===== src/rtl/vag_pkg.sv =====
package vag_pkg;

   typedef enum logic [1:0] {
      VAG_UNIT    = 2'd0,
      VAG_STRIDED = 2'd1,
      VAG_INDEXED = 2'd2,
      VAG_ALTUNIT = 2'd3
   } vag_mode_e;

   typedef enum logic [1:0] {
      SQ_IDLE = 2'd0,
      SQ_RUN  = 2'd1,
      SQ_FIN  = 2'd2
   } vag_state_e;

   function automatic logic mode_uses_index(input logic [1:0] m);
      return m == VAG_INDEXED;
   endfunction

   function automatic logic mode_uses_stride(input logic [1:0] m);
      return m == VAG_STRIDED;
   endfunction

endpackage


===== src/rtl/vag_vl_reg.sv =====
module vag_vl_reg #(
   parameter int MVL  = 32,
   parameter int VL_W = 6
) (
   input  logic            clk,
   input  logic            rst_n,
   input  logic            wr_en,
   input  logic [VL_W-1:0] wr_val,
   output logic [VL_W-1:0] vl_q
);
   localparam logic [VL_W-1:0] CAP = VL_W'(MVL);

   if (MVL < 1) begin : g_bad_mvl
      $error("vag_vl_reg: MVL must be at least 1");
   end
   if ((1 << VL_W) <= MVL) begin : g_bad_vlw
      $error("vag_vl_reg: VL_W too narrow for MVL");
   end

   logic [VL_W-1:0] clipped;
   assign clipped = (wr_val > CAP) ? CAP : wr_val;

   always_ff @(posedge clk or negedge rst_n) begin
      if (!rst_n) begin
         vl_q <= CAP;
      end else if (wr_en) begin
         vl_q <= clipped;
      end
   end
endmodule


===== src/rtl/vag_seq.sv =====
module vag_seq
   import vag_pkg::*;
#(
   parameter int VL_W = 6
) (
   input  logic            clk,
   input  logic            rst_n,
   input  logic            start,
   input  logic [1:0]      mode,
   input  logic [VL_W-1:0] vl_in,
   input  logic            idx_valid,
   input  logic            addr_ready,
   output logic            start_acc,
   output logic            load,
   output logic            idx_ready,
   output logic            slot_vld,
   output logic [VL_W-1:0] issue_cnt,
   output logic            busy,
   output logic            done
);
   localparam logic [VL_W-1:0] CNT_ONE = VL_W'(1);

   vag_state_e      state_q, state_d;
   logic [VL_W-1:0] vl_lat;
   logic            indexed_lat;
   logic            more, room, src_ok, drain, running;

   assign running   = (state_q == SQ_RUN);
   assign start_acc = (state_q == SQ_IDLE) && start;
   assign more      = (issue_cnt != vl_lat);
   assign room      = !slot_vld || addr_ready;
   assign src_ok    = !indexed_lat || idx_valid;
   assign load      = running && more && room && src_ok;
   assign idx_ready = running && indexed_lat && more && room;
   assign drain     = slot_vld && addr_ready;
   assign busy      = (state_q != SQ_IDLE);
   assign done      = (state_q == SQ_FIN);

   always_comb begin
      state_d = state_q;
      unique case (state_q)
         SQ_IDLE: if (start) state_d = (vl_in == '0) ? SQ_FIN : SQ_RUN;
         SQ_RUN:  if (!more && drain) state_d = SQ_FIN;
         SQ_FIN:  state_d = SQ_IDLE;
         default: state_d = SQ_IDLE;
      endcase
   end

   always_ff @(posedge clk or negedge rst_n) begin
      if (!rst_n) begin
         state_q     <= SQ_IDLE;
         vl_lat      <= '0;
         indexed_lat <= 1'b0;
         issue_cnt   <= '0;
         slot_vld    <= 1'b0;
      end else begin
         state_q <= state_d;
         if (start_acc) begin
            vl_lat      <= vl_in;
            indexed_lat <= mode_uses_index(mode);
            issue_cnt   <= '0;
         end else if (load) begin
            issue_cnt <= issue_cnt + CNT_ONE;
         end
         if (load) begin
            slot_vld <= 1'b1;
         end else if (drain) begin
            slot_vld <= 1'b0;
         end
      end
   end
endmodule


===== src/rtl/vag_addr_unit.sv =====
module vag_addr_unit
   import vag_pkg::*;
#(
   parameter int ADDR_W  = 32,
   parameter int IDX_W   = 32,
   parameter int VL_W    = 6,
   parameter int ELEM_W  = 5,
   parameter bit USE_MUL = 1'b0
) (
   input  logic              clk,
   input  logic              rst_n,
   input  logic              start_acc,
   input  logic [1:0]        mode_in,
   input  logic [ADDR_W-1:0] base_in,
   input  logic [ADDR_W-1:0] stride_in,
   input  logic              load,
   input  logic [VL_W-1:0]   issue_cnt,
   input  logic [IDX_W-1:0]  idx_data,
   output logic [ADDR_W-1:0] addr_q,
   output logic [ELEM_W-1:0] elem_q
);
   localparam logic [ADDR_W-1:0] STEP_ONE = ADDR_W'(1);

   if (IDX_W > ADDR_W) begin : g_bad_idx
      $error("vag_addr_unit: IDX_W may not exceed ADDR_W");
   end
   if (VL_W > ADDR_W) begin : g_bad_cnt
      $error("vag_addr_unit: VL_W may not exceed ADDR_W");
   end
   if (ELEM_W > VL_W) begin : g_bad_elem
      $error("vag_addr_unit: ELEM_W may not exceed VL_W");
   end

   vag_mode_e         mode_q;
   logic [ADDR_W-1:0] base_q, step_q;
   logic [ADDR_W-1:0] idx_ext, idx_addr, seq_addr;

   always_ff @(posedge clk or negedge rst_n) begin
      if (!rst_n) begin
         mode_q <= VAG_UNIT;
         base_q <= '0;
         step_q <= STEP_ONE;
      end else if (start_acc) begin
         mode_q <= vag_mode_e'(mode_in);
         base_q <= base_in;
         step_q <= mode_uses_stride(mode_in) ? stride_in : STEP_ONE;
      end
   end

   if (IDX_W == ADDR_W) begin : g_idx_full
      assign idx_ext = idx_data;
   end else begin : g_idx_pad
      assign idx_ext = {{(ADDR_W-IDX_W){1'b0}}, idx_data};
   end

   assign idx_addr = base_q + idx_ext;

   if (USE_MUL) begin : g_mul
      logic [ADDR_W-1:0] cnt_ext;
      assign cnt_ext  = ADDR_W'(issue_cnt);
      assign seq_addr = base_q + cnt_ext * step_q;
   end else begin : g_acc
      logic [ADDR_W-1:0] acc_q;
      always_ff @(posedge clk or negedge rst_n) begin
         if (!rst_n) begin
            acc_q <= '0;
         end else if (start_acc) begin
            acc_q <= base_in;
         end else if (load) begin
            acc_q <= acc_q + step_q;
         end
      end
      assign seq_addr = acc_q;
   end

   always_ff @(posedge clk or negedge rst_n) begin
      if (!rst_n) begin
         addr_q <= '0;
         elem_q <= '0;
      end else if (load) begin
         addr_q <= (mode_q == VAG_INDEXED) ? idx_addr : seq_addr;
         elem_q <= issue_cnt[ELEM_W-1:0];
      end
   end
endmodule


===== src/rtl/vec_addr_gen.sv =====
module vec_addr_gen #(
   parameter int ADDR_W  = 32,
   parameter int IDX_W   = 32,
   parameter int MVL     = 32,
   parameter bit USE_MUL = 1'b0,
   localparam int VL_W   = $clog2(MVL + 1),
   localparam int ELEM_W = (MVL > 1) ? $clog2(MVL) : 1
) (
   input  logic              clk,
   input  logic              rst_n,
   input  logic              vl_wr_en,
   input  logic [VL_W-1:0]   vl_wr_val,
   input  logic              start,
   input  logic [1:0]        mode,
   input  logic [ADDR_W-1:0] base,
   input  logic [ADDR_W-1:0] stride,
   input  logic              idx_valid,
   output logic              idx_ready,
   input  logic [IDX_W-1:0]  idx_data,
   output logic              addr_valid,
   input  logic              addr_ready,
   output logic [ADDR_W-1:0] addr_out,
   output logic [ELEM_W-1:0] addr_elem,
   output logic              busy,
   output logic              done
);
   if (ADDR_W < 2) begin : g_bad_addr
      $error("vec_addr_gen: ADDR_W must be at least 2");
   end

   logic [VL_W-1:0] vl_cur;
   logic [VL_W-1:0] issue_cnt;
   logic            start_acc, load;

   vag_vl_reg #(.MVL(MVL), .VL_W(VL_W)) u_vl (
      .clk    (clk),
      .rst_n  (rst_n),
      .wr_en  (vl_wr_en),
      .wr_val (vl_wr_val),
      .vl_q   (vl_cur)
   );

   vag_seq #(.VL_W(VL_W)) u_seq (
      .clk        (clk),
      .rst_n      (rst_n),
      .start      (start),
      .mode       (mode),
      .vl_in      (vl_cur),
      .idx_valid  (idx_valid),
      .addr_ready (addr_ready),
      .start_acc  (start_acc),
      .load       (load),
      .idx_ready  (idx_ready),
      .slot_vld   (addr_valid),
      .issue_cnt  (issue_cnt),
      .busy       (busy),
      .done       (done)
   );

   vag_addr_unit #(
      .ADDR_W  (ADDR_W),
      .IDX_W   (IDX_W),
      .VL_W    (VL_W),
      .ELEM_W  (ELEM_W),
      .USE_MUL (USE_MUL)
   ) u_addr (
      .clk       (clk),
      .rst_n     (rst_n),
      .start_acc (start_acc),
      .mode_in   (mode),
      .base_in   (base),
      .stride_in (stride),
      .load      (load),
      .issue_cnt (issue_cnt),
      .idx_data  (idx_data),
      .addr_q    (addr_out),
      .elem_q    (addr_elem)
   );
endmodule


===== config.mk =====
export PLATFORM = sky130hd
export DESIGN_NAME = vec_addr_gen
export DESIGN_NICKNAME = d
export VERILOG_FILES = /design/src/rtl/vag_pkg.sv /design/src/rtl/vag_vl_reg.sv /design/src/rtl/vag_seq.sv /design/src/rtl/vag_addr_unit.sv /design/src/rtl/vec_addr_gen.sv
export SDC_FILE = /design/constraint.sdc
export NUM_CORES = 1
export LEC_CHECK = 0
export ABC_CLOCK_PERIOD_IN_PS = 6300
export BUFFER_PORTS_ARGS = -buffer_cell sky130_fd_sc_hd__buf_2
export CORE_AREA = 2 2 143 145
export CTS_CLUSTER_DIAMETER = 80
export DETAILED_ROUTE_END_ITERATION = 10
export DIE_AREA = 0 0 145 147
export GPL_TIMING_DRIVEN = 0
export PLACE_DENSITY = 0.71
export SLEW_MARGIN = 15
export SYNTH_ARGS = -nofsm -noshare
export SYNTH_HDL_FRONTEND = slang
export SYNTH_HIERARCHICAL = 1
export SYNTH_SLANG_ARGS = --single-unit

===== constraint.sdc =====
create_clock -name clk -period 6.3 [get_ports clk]
set_input_delay 0.315 -clock clk [delete_from_list [all_inputs] [get_ports clk]]
set_output_delay 0.315 -clock clk [all_outputs]
set_load 0.1 [all_outputs]

**Word-level counts from Yosys, hierarchy flattened**

Index checks and enable logic that the tools add are counted.

- Bits of input ports: 110
- Register bits after elaboration: 157

- $add $sub $neg: 3
- Eq/ne operators: 8
- Muxes and demuxes: 13
- $lt $le $gt $ge: 1
- Reduce and logical (&&, ||, !) cells: 20

Operators with widths:

| kind | number |
|---|---|
| $mux 32 | 4 |
| $add 32x32->32 | 2 |
| $mux 6 | 3 |
| $logic_and 1x1->1 | 9 |
| $add 6x1->6 const B | 1 |
| $eq 2x2->1 const B | 3 |
| $gt 6x6->1 const B | 1 |
| $logic_not 6->1 | 1 |
| $mux 2 | 3 |
| $ne 6x6->1 | 1 |
| $reduce_bool 2->1 | 3 |
| $eq 2x1->1 const B | 2 |
| $ne 2x2->1 const B | 2 |
| $pmux 2 s2 | 1 |
| $logic_not 1->1 | 3 |
| $logic_not 2->1 | 1 |
| $logic_or 1x1->1 | 2 |
| $mux 1 | 2 |
| $reduce_and 2->1 | 1 |

**Depth between registers and ports, before layout**

Gate-level depths: netlist of run 1.

- Depth after elaboration: 6
- Mapped depth: 11
- Mapped depth without buffers: 11

**Hierarchy**

The synthesis of run 1 kept the hierarchy.

Modules (own cells, without submodules):

| module | area an instance (µm²) | times used | sequential area each (µm²) | cells each |
|---|---|---|---|---|
| vag_addr_unit | 8609.5 | 1 | 3379.5 | 941 |
| vag_seq | 820.8 | 1 | 400.4 | 92 |
| vag_vl_reg | 255.2 | 1 | 151.4 | 23 |

**Worst setup path before layout of run 1**

Ideal clock, no wire load.

- Path kind: flip-flop to flip-flop
- From: register u_seq.slot_vld
- To: register u_addr.g_acc.acc_q[20]
- Arrival time: 2.843 ns
- Buffers on the path: 4
- Data required time: 6.220 ns
- Path slack: 3.378 ns
- Stages on the path, launching flop included: 12
- Library setup time: 0.080 ns
- Path through: dfrtp_1 or2b_2 and4b_1 a21bo_1 buf_6 inv_1 clkbuf_1 inv_1 clkbuf_1 clkbuf_1 a21oi_1 a2bb2oi_1

- Word-level cells in the longest chain between the ends: 5

RTL lines:

| what | line | source |
|---|---|---|
| start: declaration | vag_seq.sv:16 | `output logic slot_vld,` |
| start signal: assignment | vag_seq.sv:55 | `slot_vld <= 1'b0;` |
| start signal: assignment | vag_seq.sv:66 | `slot_vld <= 1'b1;` |
| start signal: assignment | vag_seq.sv:68 | `slot_vld <= 1'b0;` |
| $logic_not 1->1 | vag_seq.sv:31 | `assign room = !slot_vld \|\| addr_ready;` |
| $logic_or 1x1->1 | vag_seq.sv:31 |  |
| $logic_and 1x1->1 (2 in series) | vag_seq.sv:33 | `assign load = running && more && room && src_ok;` |
| net load | vec_addr_gen.sv:33 | `logic start_acc, load;` |
| $reduce_bool 2->1 (no line) | -- |  |
| end signal: assignment | vag_addr_unit.sv:68 | `acc_q <= base_in;` |
| end signal: assignment | vag_addr_unit.sv:70 | `acc_q <= acc_q + step_q;` |
| end: declaration | vag_addr_unit.sv:63 | `logic [ADDR_W-1:0] acc_q;` |

The timed path passes the listed nets, and every way through them passes these cells.
A chain may end at the register's enable or synchronous reset.

**Worst setup path after layout of run 1**

- From: register u_seq.issue_cnt[4]
- To: register u_addr.g_acc.acc_q[20]

- Word-level cells in the longest chain between the ends: 5

RTL lines:

| what | line | source |
|---|---|---|
| start: declaration | vag_seq.sv:17 | `output logic [VL_W-1:0] issue_cnt,` |
| start signal: assignment | vag_seq.sv:63 | `issue_cnt <= issue_cnt + CNT_ONE;` |
| $ne 6x6->1 | vag_seq.sv:30 | `assign more = (issue_cnt != vl_lat);` |
| $logic_and 1x1->1 (3 in series) | vag_seq.sv:33 |  |
| net load | vec_addr_gen.sv:33 |  |
| $reduce_bool 2->1 (no line) | -- |  |

The timed path passes the listed nets, and every way through them passes these cells.

==> impl_metrics.tcl, run 1 <==
set metrics [dict create \
    grt_usage_pct 27.10 \
    p_per_area_nw_per_um2 648.4 \
    ys.warnings.count 6 \
    ys_seq_area_share_pct 40.59 \
    synth.top_cell.area_share_pct 40.05 \
    firstDrtPassIters 5 \
    holdPathStages 2 \
    vdd_drop_max_v 0.0003346 \
    routedWlPerCell_microns 18.80 \
    post_drt_via_cell_ratio 5.692 \
    drive_gt1_share_pct 18.55 \
    required_ns 6.65 \
    post-route-min-period_ns 3.332 \
    total_leakage_power_nw 5.499 \
    tightest_slew_ns 1.006 \
    timing.rr.end "u_addr/g_acc.acc_q[20]$_DFFE_PN0P_" \
    rrSetupSlack_ns 2.97 \
    max_freq_mhz 300.2 \
    drc 0 \
    htreeDepth 4 \
    ys_top_cells_by_area "dfrtp_1, ha_1, a21oi_1" \
    critPathKind "reg -> reg" \
    layout_commonest_cell "dfrtp_1" \
    placed_area_sq_um 10810 \
    syn_avg_cell_area_sq_um 9.172 \
    ff_latch_area_sq_um 3931 \
    drv_slew 0 \
    cts_sinks 157 \
    initial_utilization_pct 48.81 \
    grt_pass1_wl_microns 45140 \
    io_pins 151 \
    grt_max_degree 81 \
    cp-end-kind "flop" \
    syn_area_sq_um 9686 \
    cp.arrival_ns 3.68 \
    multi_input_area_sq_um 5394 \
    rr_startpoint "u_seq/issue_cnt[4]$_DFFE_PN0P_" \
    gp_congestion 0.9317 \
    ant_nets 0 \
    synthArstFlopShare_pct 100.0 \
    synth.distinct_cells 75 \
    insertion_delay_ns 0.43 \
    grt_pass1_vias 8440 \
    ys.flop_type "dfrtp_1" \
    coreArea_sq_um 19840 \
    total_power_mw 7.428 \
    cap_violations 0 \
    port_buffers 150 \
    root_buffer "clkbuf_16" \
    nets 1402 \
    relSlewSlack_pct 32.93 \
    dr_total_vias 8595 \
    diodes 0 \
    place_inst 1477 \
    final.period_utilization_pct 52.88 \
    most-common-layout-cells "dfrtp_1, buf_2, a21oi_1" \
    setup_viol 0 \
    fin_area_sq_um 11460 \
    final_hold_viol_count 0 \
    grt.overflow.total 0 \
    synthCells 1056 \
    rsz0062_at_grt "false" \
    die_y_microns 147 \
    tns_ns 0 \
    placementRows 52 \
    antenna_found_initial 0 \
    path_clk_slew_ns 0.07 \
    nFillCells 1798 \
    status "finished clean" \
    routed_wl_microns 28390 \
    hpwlAfterDp_microns 22040 \
    cp-start-kind "flop" \
    fin_cells 1510 \
    clk_path_buf_depth 2 \
    hp-class "in -> reg" \
    synth_nets 1231 \
    synth_edf_count 0 \
    synth-seq-cells 157 \
    cts_setup_buffers 0 \
    first_iter_violations 625 \
    holdPathEnd "u_addr/step_q[2]$_DFFE_PN0P_" \
    ff2ff_path_depth 11 \
    hold_start "stride[2]" \
    cts_buffers 17 \
    die_w_microns 145 \
    path_max_fanout 10 \
    fin_skew_ns 0.007684 \
    cts_tree "yes" \
    yosysTopAreaCell "dfrtp_1" \
    die_area_sq_um 21320 \
    area_growth_pct 18.28 \
]
[cells in the mapped netlist, types with 8 or more instances]
cell / count
clkbuf_1: 33
mux2i_1: 23
a21o_1: 31
mux2_2: 19
dfrtp_1: 155
o21ai_1: 8
a31oi_1: 11
xor2_1: 24
nor2b_1: 10
nand2_1: 99
o21a_1: 10
nand3_1: 29
inv_1: 42
ha_1: 63
nor2_1: 80
a211oi_1: 8
a21oi_1: 117
o21ai_0: 79
a22o_1: 30
xnor2_1: 32
nor3_1: 12
and3_1: 16
nand4_1: 12
[kinds of logic after synthesis]
| kind of cell | count (synthesis) | share of synthesized area [%] |
|---|---|---|
| DFF | 157 | 40.59 |
| buffers and inverters | 90 | 3.772 |
| adders and majority gates | 65 | 8.552 |
| AOI/OAI and AO/OA | 342 | 22.37 |
| muxes | 43 | 4.702 |
| and+or+nand+nor | 303 | 14.95 |
| xor gates and xnor gates | 56 | 5.064 |
[layer usage]
metal	track usage [%]	part of all wire, %	up-vias
met5	0	0	-
met4	8.317	1.8	0
met3	3.540	5.7	37
met2	43.50	46	283
met1	38.54	47	4104
li1	-	-	4171
[through the flow]
stage	worst slack, ns	util, %	hold slack [ns]
after floorplan	3.378	-	0.01941
after global placement	2.541	54.29	0.4593
after detailed placement	2.868	54.48	0.3329
after CTS	2.852	57.70	0.08522
after global routing	2.754	57.73	0.08802
final	2.968	57.73	0.09584
[cell type report]
cell class | count | area share, %
plain buffers | 47 | 1.780
flip-flops and latches | 157 | 34.32
well taps | 270 | 2.949
multi-input cells | 809 | 47.08
clock buffers | 20 | 3.899
inverters | 43 | 1.409
clock inverters | 12 | 1.595
repair buffers | 152 | 6.968
[repair_timing]
item / CTS / global route
hold buffers: 1 / 0
resized for setup: 0 / 0
hold endpoints to repair: 76 / 0
[flip-flops by register name (all words and copies together), names as in the netlist]
register,count
u_addr/base_q,32
u_addr/g_acc.acc_q,32
u_seq/indexed_lat,1
u_addr/addr_q,32
u_addr/elem_q,5
u_vl/vl_q,6
u_seq/slot_vld,1
u_seq/vl_lat,6
u_addr/step_q,32
u_seq/issue_cnt,6
u_seq/state_q,2
u_addr/mode_q,2
[critical path: stages, from the launching register on]
cell and delay (ns):
dfrtp_1 0.44, xor2_1 0.18, nor4_1 0.37, a21bo_1 0.18, buf_6 0.13, inv_1 0.09, clkbuf_1 0.27, inv_1 0.26
clkbuf_1 0.54, clkbuf_1 0.50, a21oi_1 0.15, a2bb2oi_1 0.14
[report_power, final]
part,internal (mW),switching [mW]
registers,1.47,0.411
clock network,0.678,0.429
logic,1.50,2.94
[worst max-delay path by stage]
stage / slack (ns) / cells after the start / startpoint / endpoint
global placement: 2.54 / 1 / rst_n / u_addr/step_q[26]$_DFFE_PN0P_
CTS: 2.85 / 9 / u_seq/state_q[0]$_DFFE_PN0P_ / u_addr/step_q[31]$_DFFE_PN0P_
global route: 2.75 / 11 / u_seq/issue_cnt[4]$_DFFE_PN0P_ / u_addr/g_acc.acc_q[20]$_DFFE_PN0P_
floorplan: 3.38 / 11 / u_seq/slot_vld$_DFFE_PN0P_ / u_addr/g_acc.acc_q[20]$_DFFE_PN0P_
finish: 2.97 / 11 / u_seq/issue_cnt[4]$_DFFE_PN0P_ / u_addr/g_acc.acc_q[20]$_DFFE_PN0P_
detailed placement: 2.87 / 9 / u_seq/state_q[0]$_DFFE_PN0P_ / u_addr/step_q[31]$_DFFE_PN0P_
(Power assumes the default switching activity.)
==> run 2, diff against run 1 <==
--- a/config.mk
+++ b/config.mk
@@ -5,7 +5,7 @@
 export SDC_FILE = /design/constraint.sdc
 export NUM_CORES = 1
 export LEC_CHECK = 0
-export ABC_CLOCK_PERIOD_IN_PS = 6300
+export ABC_CLOCK_PERIOD_IN_PS = 3240
 export BUFFER_PORTS_ARGS = -buffer_cell sky130_fd_sc_hd__buf_2
 export CORE_AREA = 2 2 143 145
 export CTS_CLUSTER_DIAMETER = 80
==> constraint.sdc (replaced) <==
create_clock -name clk -period 3.24 [get_ports clk]
set_input_delay 0.162 -clock clk [delete_from_list [all_inputs] [get_ports clk]]
set_output_delay 0.162 -clock clk [all_outputs]
set_load 0.1 [all_outputs]
==> impl_metrics.tcl, run 2 (same netlist as run 1, synthesis figures left out) <==
set metrics [dict create \
    fin_skew_ns 0.008163 \
    nets 1457 \
    root_buffer "clkbuf_16" \
    setup_viol 0 \
    routed_wl_microns 28820 \
    port_buffers 150 \
    drive_gt1_share_pct 18.07 \
    initial_utilization_pct 48.81 \
    rr_startpoint "u_seq/slot_vld$_DFFE_PN0P_" \
    p_per_area_nw_per_um2 1206 \
    grt_pass1_wl_microns 45750 \
    routedWlPerCell_microns 18.40 \
    fin_ws_ns 0.1895 \
    grt_pass1_vias 8596 \
    dr_total_vias 8810 \
    cp-endpoint "u_addr/g_acc.acc_q[12]$_DFFE_PN0P_" \
    die_y_microns 147 \
    timing.rr.end "u_addr/g_acc.acc_q[12]$_DFFE_PN0P_" \
    cp-start-kind "flop" \
    clk_path_buf_depth 2 \
    final_core_util_pct 60.64 \
    cts_sinks 157 \
    max_freq_mhz 327.8 \
    die_area_sq_um 21320 \
    hpwlAfterDp_microns 22040 \
    final_hold_viol_count 0 \
    critPathKind "reg -> reg" \
    fin_cells 1566 \
    cts_buffers 17 \
    first_iter_violations 716 \
    required_ns 3.54 \
    p_clk_share_pct 14.9 \
    firstDrtPassIters 7 \
    antenna_found_initial 0 \
    rrSetupSlack_ns 0.19 \
    cts_setup_buffers 0 \
    cap_violations 0 \
    grt_max_degree 81 \
    total_leakage_power_nw 5.745 \
    startpoint "u_seq/slot_vld$_DFFE_PN0P_" \
    p_sw_mw 7.371 \
    path_clk_slew_ns 0.06 \
    final.period_utilization_pct 94.15 \
    post_drt_via_cell_ratio 5.626 \
    place_inst 1477 \
    die_w_microns 145 \
    coreArea_sq_um 19840 \
    insertion_delay_ns 0.43 \
    seqPwrFrac_pct 25.2 \
    cts_tree "yes" \
    swShare_pct 50.79 \
    most-common-layout-cells "dfrtp_1, buf_2, a21oi_1" \
    tightest_slew_ns 1.001 \
    grt.overflow.total 0 \
    pwr-share-comb_pct 59.9 \
    area_growth_pct 24.23 \
    ff2ff_path_depth 9 \
    nFillCells 1741 \
    grt_usage_pct 27.45 \
    holdWs_ns 0.002860 \
    cp.arrival_ns 3.35 \
    ant_nets 0 \
    path_max_fanout 10 \
    drc 0 \
    dpl_worst_slack_ns -0.1922 \
    htreeDepth 4 \
    layout_commonest_cell "dfrtp_1" \
    placementRows 52 \
    status "finished clean" \
    cp-end-kind "flop" \
    relSlewSlack_pct 33.24 \
    drv_slew 0 \
    rsz0062_at_grt "false" \
    vdd_drop_max_v 0.0006455 \
    tns_ns 0 \
    hp-class "in -> reg" \
    post-route-min-period_ns 3.051 \
    gp_congestion 0.9317 \
    p_int_mw 7.141 \
    io_pins 151 \
]
==> run 2: layout make-up <==
cell class	instances	area [sq um]	share of cell area, %
multi-input cells	809	5408	44.94
flip-flops and latches	157	3931	32.67
repair buffers	208	1359	11.29
clock buffers	20	446.7	3.712
well taps	270	337.8	2.808
plain buffers	46	203.9	1.695
clock inverters	12	182.7	1.518
inverters	43	161.4	1.341
diodes	1	2.502	0.02080
==> run 2: worst min path at each step <==
| stage | from | depth (start not counted) | slack (ns) | end |
|---|---|---|---|---|
| finish | vl_wr_val[2] | 3 | 0.003 | u_vl/vl_q[2]$_DFFE_PN0P_ |
| global route | base[25] | 2 | 0.01 | u_addr/base_q[25]$_DFFE_PN0P_ |
| CTS | base[30] | 2 | 0.0005 | u_addr/base_q[30]$_DFFE_PN0P_ |
| detailed placement | rst_n | 1 | 0.18 | u_vl/vl_q[4]$_DFFE_PN0P_ |
| global placement | stride[27] | 2 | 0.38 | u_addr/step_q[27]$_DFFE_PN0P_ |
| floorplan | rst_n | 0 | -0.13 | u_addr/addr_q[0]$_DFFE_PN0P_ |
==> run 2: layer usage <==
metal  global-route usage [%]  vias up  wire length (microns)
li1                         -     4273                      -
met1                    38.79     4197                  13310
met2                    44.40      307                  13360
met3                    3.478       33                   1666
met4                    8.465        0                    482
met5                        0        -                      0
==> run 2: power by group through the flow <==
stage / registers [mW] / logic, mW / clock network [mW]
global route: 3.73 / 9.45 / 2.27
finish: 3.66 / 8.69 / 2.16
floorplan: 5.04 / 5.09 / 0
global placement: 3.63 / 8.37 / 0
detailed placement: 3.66 / 8.46 / 0
CTS: 3.63 / 8.59 / 2.18
==> run 2: stage by stage <==
step | area, sq um | total power, mW
finish | 12030 | 14.51
global route | 12030 | 15.45
CTS | 12020 | 14.41
detailed placement | 10810 | 12.12
global placement | 10770 | 12.00
floorplan | 9686 | 10.13
==> run 2: repair_timing <==
| action | 4_1_cts | 5_1_grt |
|---|---|---|
| pin swaps | 0 | 0 |
| endpoints found under the hold margin | 142 | 0 |
| hold buffers | 57 | 0 |
| endpoints found under the setup margin | 12 | 26 |
| gates resized for setup | 2 | 6 |
==> run 2: critical path: stages (launching register included) <==
cell and delay [ns]:
dfrtp_1 0.39, or2b_2 0.19, and4b_1 0.20, a21bo_1 0.21, buf_6 0.13, inv_1 0.13, clkbuf_1 0.45, buf_1 0.80
mux2i_1 0.30, o21ai_0 0.10
